### config.mk
export PLATFORM = sky130hd
export DESIGN_NAME = lifo_stack
export DESIGN_NICKNAME = d
export VERILOG_FILES = /design/src/rtl/lifo_pkg.sv /design/src/rtl/lifo_regfile.sv /design/src/rtl/lifo_ctrl.sv /design/src/rtl/lifo_stack.sv
export SDC_FILE = /design/constraint.sdc
export NUM_CORES = 1
export LEC_CHECK = 0
export BUFFER_PORTS_ARGS = -buffer_cell sky130_fd_sc_hd__buf_2
export CAP_MARGIN = 25
export CORE_MARGIN = 3
export CORE_UTILIZATION = 34
export DETAILED_ROUTE_END_ITERATION = 8
export PLACE_DENSITY = 0.47
export SKIP_CTS_REPAIR_TIMING = 1
export SLEW_MARGIN = 25
export SYNTH_ARGS = -nofsm -noshare
export SYNTH_HDL_FRONTEND = slang
export SYNTH_SLANG_ARGS = --single-unit
### constraint.sdc
create_clock -name clk -period 7 [get_ports clk]
set_input_delay 0.35 -clock clk [delete_from_list [all_inputs] [get_ports clk]]
set_output_delay 0.35 -clock clk [all_outputs]
set_load 0.05 [all_outputs]
### src/rtl/lifo_pkg.sv
package lifo_pkg;

    typedef enum logic [1:0] {
        OP_IDLE = 2'd0,
        OP_PUSH = 2'd1,
        OP_POP  = 2'd2
    } stk_op_e;

    // Push wins over pop; a request refused by the flags becomes idle.
    function automatic stk_op_e decode_op(input logic push, input logic pop,
                                          input logic full, input logic empty);
        if (push) begin
            return full ? OP_IDLE : OP_PUSH;
        end
        if (pop) begin
            return empty ? OP_IDLE : OP_POP;
        end
        return OP_IDLE;
    endfunction

endpackage

### src/rtl/lifo_regfile.sv
module lifo_regfile #(
    parameter int WIDTH = 16,
    parameter int DEPTH = 64,
    localparam int AW   = $clog2(DEPTH)
) (
    input  logic             clk,
    input  logic             we_i,
    input  logic [AW-1:0]    waddr_i,
    input  logic [WIDTH-1:0] wdata_i,
    input  logic [AW-1:0]    raddr_i,
    output logic [WIDTH-1:0] rdata_o
);

    logic [WIDTH-1:0] ent_q [DEPTH];
    logic [DEPTH-1:0] sel;

    for (genvar i = 0; i < DEPTH; i++) begin : g_sel
        assign sel[i] = we_i && (waddr_i == AW'(i));
    end

    always_ff @(posedge clk) begin
        for (int i = 0; i < DEPTH; i++) begin
            if (sel[i]) begin
                ent_q[i] <= wdata_i;
            end
        end
    end

    assign rdata_o = ent_q[raddr_i];

endmodule

### src/rtl/lifo_ctrl.sv
module lifo_ctrl
    import lifo_pkg::*;
#(
    parameter int DEPTH = 64,
    localparam int PW   = $clog2(DEPTH)
) (
    input  logic          clk,
    input  logic          rst_n,
    input  stk_op_e       op_i,
    output logic [PW-1:0] ptr_o,
    output logic          we_o,
    output logic [PW-1:0] waddr_o,
    output logic          full_o,
    output logic          empty_o
);

    typedef struct packed {
        logic [PW-1:0] ptr;
        logic          full;
        logic          empty;
    } ctrl_t;

    ctrl_t st_d, st_q;

    always_comb begin
        st_d    = st_q;
        we_o    = 1'b0;
        waddr_o = st_q.ptr + 1'b1;
        case (op_i)
            OP_PUSH: begin
                st_d.ptr   = st_q.ptr + 1'b1;
                we_o       = 1'b1;
                st_d.full  = (st_d.ptr == '0);
                st_d.empty = 1'b0;
            end
            OP_POP: begin
                st_d.ptr   = st_q.ptr - 1'b1;
                st_d.empty = (st_d.ptr == '0);
                st_d.full  = 1'b0;
            end
            default: ;
        endcase
    end

    always_ff @(posedge clk or negedge rst_n) begin
        if (!rst_n) begin
            st_q <= '{ptr: '0, full: 1'b0, empty: 1'b1};
        end else begin
            st_q <= st_d;
        end
    end

    assign ptr_o   = st_q.ptr;
    assign full_o  = st_q.full;
    assign empty_o = st_q.empty;

endmodule

### src/rtl/lifo_stack.sv
module lifo_stack
    import lifo_pkg::*;
#(
    parameter int WIDTH = 16,
    parameter int DEPTH = 64,
    localparam int PW   = $clog2(DEPTH)
) (
    input  logic             clk,
    input  logic             rst_n,
    input  logic             push_i,
    input  logic             pop_i,
    input  logic [WIDTH-1:0] wdata_i,
    output logic [WIDTH-1:0] rdata_o,
    output logic             full_o,
    output logic             empty_o
);

    stk_op_e          op;
    logic [PW-1:0]    ptr;
    logic             we;
    logic [PW-1:0]    waddr;
    logic [WIDTH-1:0] top_word;
    logic [WIDTH-1:0] rd_d, rd_q;

    assign op = decode_op(push_i, pop_i, full_o, empty_o);

    lifo_ctrl #(.DEPTH(DEPTH)) u_ctrl (
        .clk     (clk),
        .rst_n   (rst_n),
        .op_i    (op),
        .ptr_o   (ptr),
        .we_o    (we),
        .waddr_o (waddr),
        .full_o  (full_o),
        .empty_o (empty_o)
    );

    lifo_regfile #(.WIDTH(WIDTH), .DEPTH(DEPTH)) u_mem (
        .clk     (clk),
        .we_i    (we),
        .waddr_i (waddr),
        .wdata_i (wdata_i),
        .raddr_i (ptr),
        .rdata_o (top_word)
    );

    // Data register: loaded from the top entry before the pointer moves back.
    always_comb begin
        rd_d = rd_q;
        if (op == OP_POP) begin
            rd_d = top_word;
        end
    end

    always_ff @(posedge clk or negedge rst_n) begin
        if (!rst_n) begin
            rd_q <= '0;
        end else begin
            rd_q <= rd_d;
        end
    end

    assign rdata_o = rd_q;

endmodule

==> results.cfg, run 1 <==
[setup_path]
crit_top_cell = buf_4
reg2regPathDepth = 6
cp.required_ns = 7.36
startpoint_type = flop
worst-path-max-fanout = 55
crit_type = reg2reg
max_stage_delay_ns = 0.98
regToRegSetupSlack_ns = 2.92
arrival_ns = 4.43
crit_chain = nor2b_4 > buf_4 > a32o_1 > nand3_1 > nor2_1 > buf_4
worst_path_max_delay_cell = dfrtp_4
worst_r2r_startpoint = u_ctrl.ptr_o[2]
endpoint_kind = flop
r2r-end = u_mem.ent_q[58][7]

[hold_path]
min_to = u_ctrl.empty_o
min_path_cells = 4
hp-class = in2reg
hold_start = push_i

[clock_network]
worstSkewPairLatency_ns = 0.69
cts_made_buffers = 111
cts-root-buf = clkbuf_16
clock_sink_count = 1048
cts.htree.levels = 3
clk_pin_slew_ns = 0.06
cts_max_path_buffers = 3
cts_tree = yes

[layout]
drive_above_1_share = 0.213
finish.utilization = 0.390
mostFrequentLayoutCells = edfxtp_1, mux2i_1, mux4_2
fillers = 10700
layout_commonest_cell = edfxtp_1
register_area_um2 = 31400
post-route-cell-area_um2 = 46100
layout.nets = 2168
multi_input_area_um2 = 8520
area_growth_pct = 13.8

[routing]
drt_iter0_drc = 2009
drc = 0
routed_wl_mm = 107
viasPerCell = 5.33
drtAntennaViolNets = 0
drt-pass1-iter-count = 5
wl_per_cell_um = 28.5
vias = 20100

[grt]
grt_use_total = 0.174
grt_pass1_wl_mm = 153
grt-ovfl-total = 0
grt_pass1_vias = 20400
grt_max_degree = 114
grt_antenna_before_repair = 3

[synthesis]
netlist_instances = 2012
syn_area_per_cell_um2 = 20.1
synth_cell_types = 50
synthFlopType = edfxtp_1
netlist_area_um2 = 40500
synth_nets = 2038
synth_edf_count = 1024
async_flop_share = 0.0229
ys_warn_count = 0
ys_ff_latch = 1048
ys_seq_area_frac = 0.773

[job]
max_cap_viol_count = 0

[floorplanning]
dieArea_um2 = 123000
row_count = 126
ios = 38
coreArea_um2 = 118000
die_y_um = 351
start_util = 0.343
die_w_um = 351

[timing]
period_needed_ns = 4.08
drv_slew = 0
layout_setup_ws_ns = 2.92
relSlewSlack = 0.328
worstMarginPinSlew_ns = 1.01
finalSetupViolations = 0
fin_crit_sh = 0.583
final.setup.tns_ns = 0
hold_viol = 0
skew_ns = 0.0454
fmax_ghz = 0.245
rsz0062_at_grt = false

[placement]
post-place-ws_ns = 2.99
placed_area_um2 = 42800
io_buffer_count = 37
dp_hpwl_mm = 59.2
gp_congestion = 0.799

[power_and_ir_drop]
vdd_ir_drop_max_mv = 0.350
cellLeakagePower_nw = 14.9
p_per_area_nw_per_um2 = 383

[run_status]
status = finished clean
power by group:
part	switching (mW)	internal, mW	leakage (nW)	total, mW
Sequential	0.306	7.23	9.51	7.53
Clock	2.34	3.06	1.62	5.40
Combinational	2.93	1.81	3.77	4.74
registers in the layout, indices dropped and copies added, names as in the netlist:
signal	cells
u_mem.ent_q	1024
rdata_o	16
u_ctrl.ptr_o	6
u_ctrl.empty_o	1
u_ctrl.full_o	1
synthesized netlist by cell type, drive strengths merged (18+ instances only):
cell / instances / area share
buf: 73 / 0.012
mux2i: 193 / 0.048
o22ai: 66 / 0.010
mux2: 32 / 0.0089
a22oi: 99 / 0.018
edfxtp: 1024 / 0.76
a31oi: 33 / 0.0051
nor2: 86 / 0.0080
mux4: 144 / 0.080
dfrtp: 23 / 0.014
clkbuf: 48 / 0.0044
nand2: 18 / 0.0019
or3: 18 / 0.0028
nand3: 32 / 0.0041
layout make-up:
cell class              count  area share
flip-flops and latches   1048       0.680
multi-input cells         839       0.185
clock buffers             141      0.0636
well taps                1536      0.0417
repair buffers            138      0.0213
clock inverters            58     0.00876
inverters                   4    0.000325
diodes                      1   0.0000542
critical path, delay by kind of cell (launching register included):
kind	cells	cell delay (ns)
and+or+nand+nor	3	1.45
DFF	1	0.98
buffers and inverters	2	0.84
AOI/OAI and AO/OA	1	0.33
worst max-delay path by stage:
| stage | startpoint | to | slack (ns) | depth (start not counted) |
|---|---|---|---|---|
| 2_1_floorplan | u_ctrl.ptr_o[0] | u_mem.ent_q[48][0] | 4.10 | 10 |
| 3_3_place_gp | u_ctrl.ptr_o[0] | rdata_o[9] | 3.06 | 7 |
| 3_5_place_dp | u_ctrl.ptr_o[2] | u_mem.ent_q[58][1] | 2.99 | 6 |
| 4_1_cts | u_ctrl.ptr_o[2] | u_mem.ent_q[58][8] | 2.91 | 6 |
| 5_1_grt | u_ctrl.ptr_o[2] | u_mem.ent_q[58][6] | 2.76 | 6 |
| 6_report | u_ctrl.ptr_o[2] | u_mem.ent_q[58][7] | 2.92 | 6 |
layer usage:
metal  up-vias  share of wire  global-route usage
li1       8622              -                   -
met1     10700           0.45               0.252
met5         -              0                   0
met2       607           0.47               0.277
met4         0          0.019              0.0371
met3       120          0.054              0.0280
metrics by stage:
step,hold slack [ns],total power [mW],instances
after floorplan,0.0544,10.9,2012
after global placement,0.456,12.4,3563
after detailed placement,0.454,12.5,3563
after CTS,-0.293,17.9,3762
after global routing,0.144,18.4,3764
final,0.159,17.7,3765
logic make-up after synthesis:
| kind of cell | Yosys count | share of synthesized area |
|---|---|---|
| AOI/OAI and AO/OA | 243 | 0.0427 |
| xor gates and xnor gates | 8 | 0.00173 |
| and+or+nand+nor | 213 | 0.0264 |
| DFF | 1048 | 0.773 |
| adders and majority gates | 6 | 0.00185 |
| buffers and inverters | 125 | 0.0173 |
| muxes | 369 | 0.137 |
Note: power is estimated with default switching activity, not from simulation.
==> run 2: changes to the inputs <==
PLACE_DENSITY = 0.49   (was 0.47)
clock period = 3.4 ns   (was 7 ns; I/O delays follow)
==> run 2 against run 1 <==
Effect of this change:
- register-to-register slack got worse by 2.7 ns
- sequential cell count unchanged
- routed wire length down 2.8%
- hold slack worse by 0.13 ns
- combinational power is 120% higher
- non-clock buffer count increased by 62
- critical path depth did not move
- sequential share of layout area down 0.87 points
- global-route usage decreased by 0.48 points
- largest cell class unchanged
- highest routed layer is now met5
==> results.cfg, run 2 (synthesis gave the netlist of run 1 again) <==
[timing]
hold_viol = 0
worstMarginPinSlew_ns = 0.925
finalSetupViolations = 0
finalHoldWorstSlack_ns = 0.0316
skew_ns = 0.0256
fin_crit_sh = 0.922
final.setup.tns_ns = 0
fmax_ghz = 0.319
period_needed_ns = 3.13
relSlewSlack = 0.383
drv_slew = 0
rsz0062_at_grt = false

[layout]
area_growth_pct = 15.3
mostFrequentLayoutCells = edfxtp_1, mux2i_1, buf_4
drive_above_1_share = 0.233
largest-register = u_mem.ent_q
largest_reg_flops = 1024
layout.nets = 2225
layout_commonest_cell = edfxtp_1

[setup_path]
r2r-end = rdata_o[15]
cp.required_ns = 3.96
endpoint_kind = flop
worst-path-max-fanout = 21
worst_r2r_startpoint = u_ctrl.ptr_o[0]
regToRegSetupSlack_ns = 0.27
arrival_ns = 3.69
reg2regPathDepth = 6
crit_type = reg2reg
startpoint_type = flop

[floorplanning]
die_w_um = 351
coreArea_um2 = 118000
ios = 38
dieArea_um2 = 123000
start_util = 0.343
row_count = 126
die_y_um = 351

[grt]
grt_antenna_before_repair = 8
grt_use_total = 0.169
grt_pass1_vias = 20600
grt_max_degree = 72
grt_pass1_wl_mm = 150
grt-ovfl-total = 0

[routing]
wl_per_cell_um = 27.3
vias = 20100
drc = 0
drt_iter0_drc = 2061
viasPerCell = 5.26
drt-pass1-iter-count = 6
routed_wl_mm = 104
drtAntennaViolNets = 0

[power_and_ir_drop]
cellLeakagePower_nw = 15.2
vdd_ir_drop_max_mv = 0.474
p_per_area_nw_per_um2 = 791

[run_status]
status = finished clean

[hold_path]
min_path_cells = 1
min_to = u_mem.ent_q[53][6]
hp-class = in2reg
hold_start = wdata_i[6]

[placement]
dp_hpwl_mm = 64.3
gp_congestion = 0.811
io_buffer_count = 37

[job]
max_cap_viol_count = 0

[clock_network]
cts-root-buf = clkbuf_16
worstSkewPairLatency_ns = 0.67
cts.htree.levels = 3
clock_sink_count = 1048
clk_pin_slew_ns = 0.06
cts_tree = yes
cts_made_buffers = 106
cts_max_path_buffers = 3
-- run 2: per-layer routing --
metal  vias up  global-route usage  share of wire
met3       130              0.0359          0.063
met1     10600               0.243           0.45
met4         2              0.0431          0.022
met2       591               0.262           0.46
met5         -                   0       0.000067
li1       8728                   -              -
-- run 2: cell type report --
class | count | area, um2
Antenna cell | 5 | 12.5
Clock buffer | 149 | 2920
Clock inverter | 39 | 369
Fill cell | 10500 | 71500
Inverter | 4 | 15.0
Multi-Input combinational cell | 839 | 8520
Sequential cell | 1048 | 31400
Tap cell | 1536 | 1920
Timing Repair Buffer | 200 | 1620
-- run 2: through the flow --
stage          instance area (um2)  utilization  std cells  power [mW]  worst slack, ns
3_3_place_gp                 43400        0.367       3625        26.1            0.268
6_report                     46700        0.395       3820        37.0            0.267
3_5_place_dp                 43400        0.367       3625        26.2            0.263
4_1_cts                      46700        0.395       3813        37.4            0.256
5_1_grt                      46700        0.395       3815        38.5            0.138
2_1_floorplan                40500            -       2012        22.4            0.498
-- run 2: how the worst max path moves through the flow --
| stage | start | end | cells past startpoint |
|---|---|---|---|
| finish | u_ctrl.ptr_o[0] | rdata_o[15] | 6 |
| global route | u_ctrl.ptr_o[0] | rdata_o[15] | 6 |
| CTS | u_ctrl.ptr_o[2] | rdata_o[10] | 6 |
| detailed placement | u_ctrl.ptr_o[0] | rdata_o[15] | 6 |
| global placement | u_ctrl.ptr_o[2] | rdata_o[10] | 6 |
| floorplan | u_ctrl.ptr_o[0] | u_mem.ent_q[48][0] | 10 |
-- run 2: critical path, stage by stage, from the launching register on --
cell and delay [ns]:
dfrtp_4 0.75, buf_4 0.32, mux4_2 0.52, a22o_1 0.27
a31oi_1 0.38, a31oi_1 0.39, a211o_1 0.36
-- run 2: report_power, final --
group / switching [mW] / internal, mW
Sequential: 0.522 / 14.9
Clock: 4.69 / 6.46
Combinational: 6.18 / 4.24
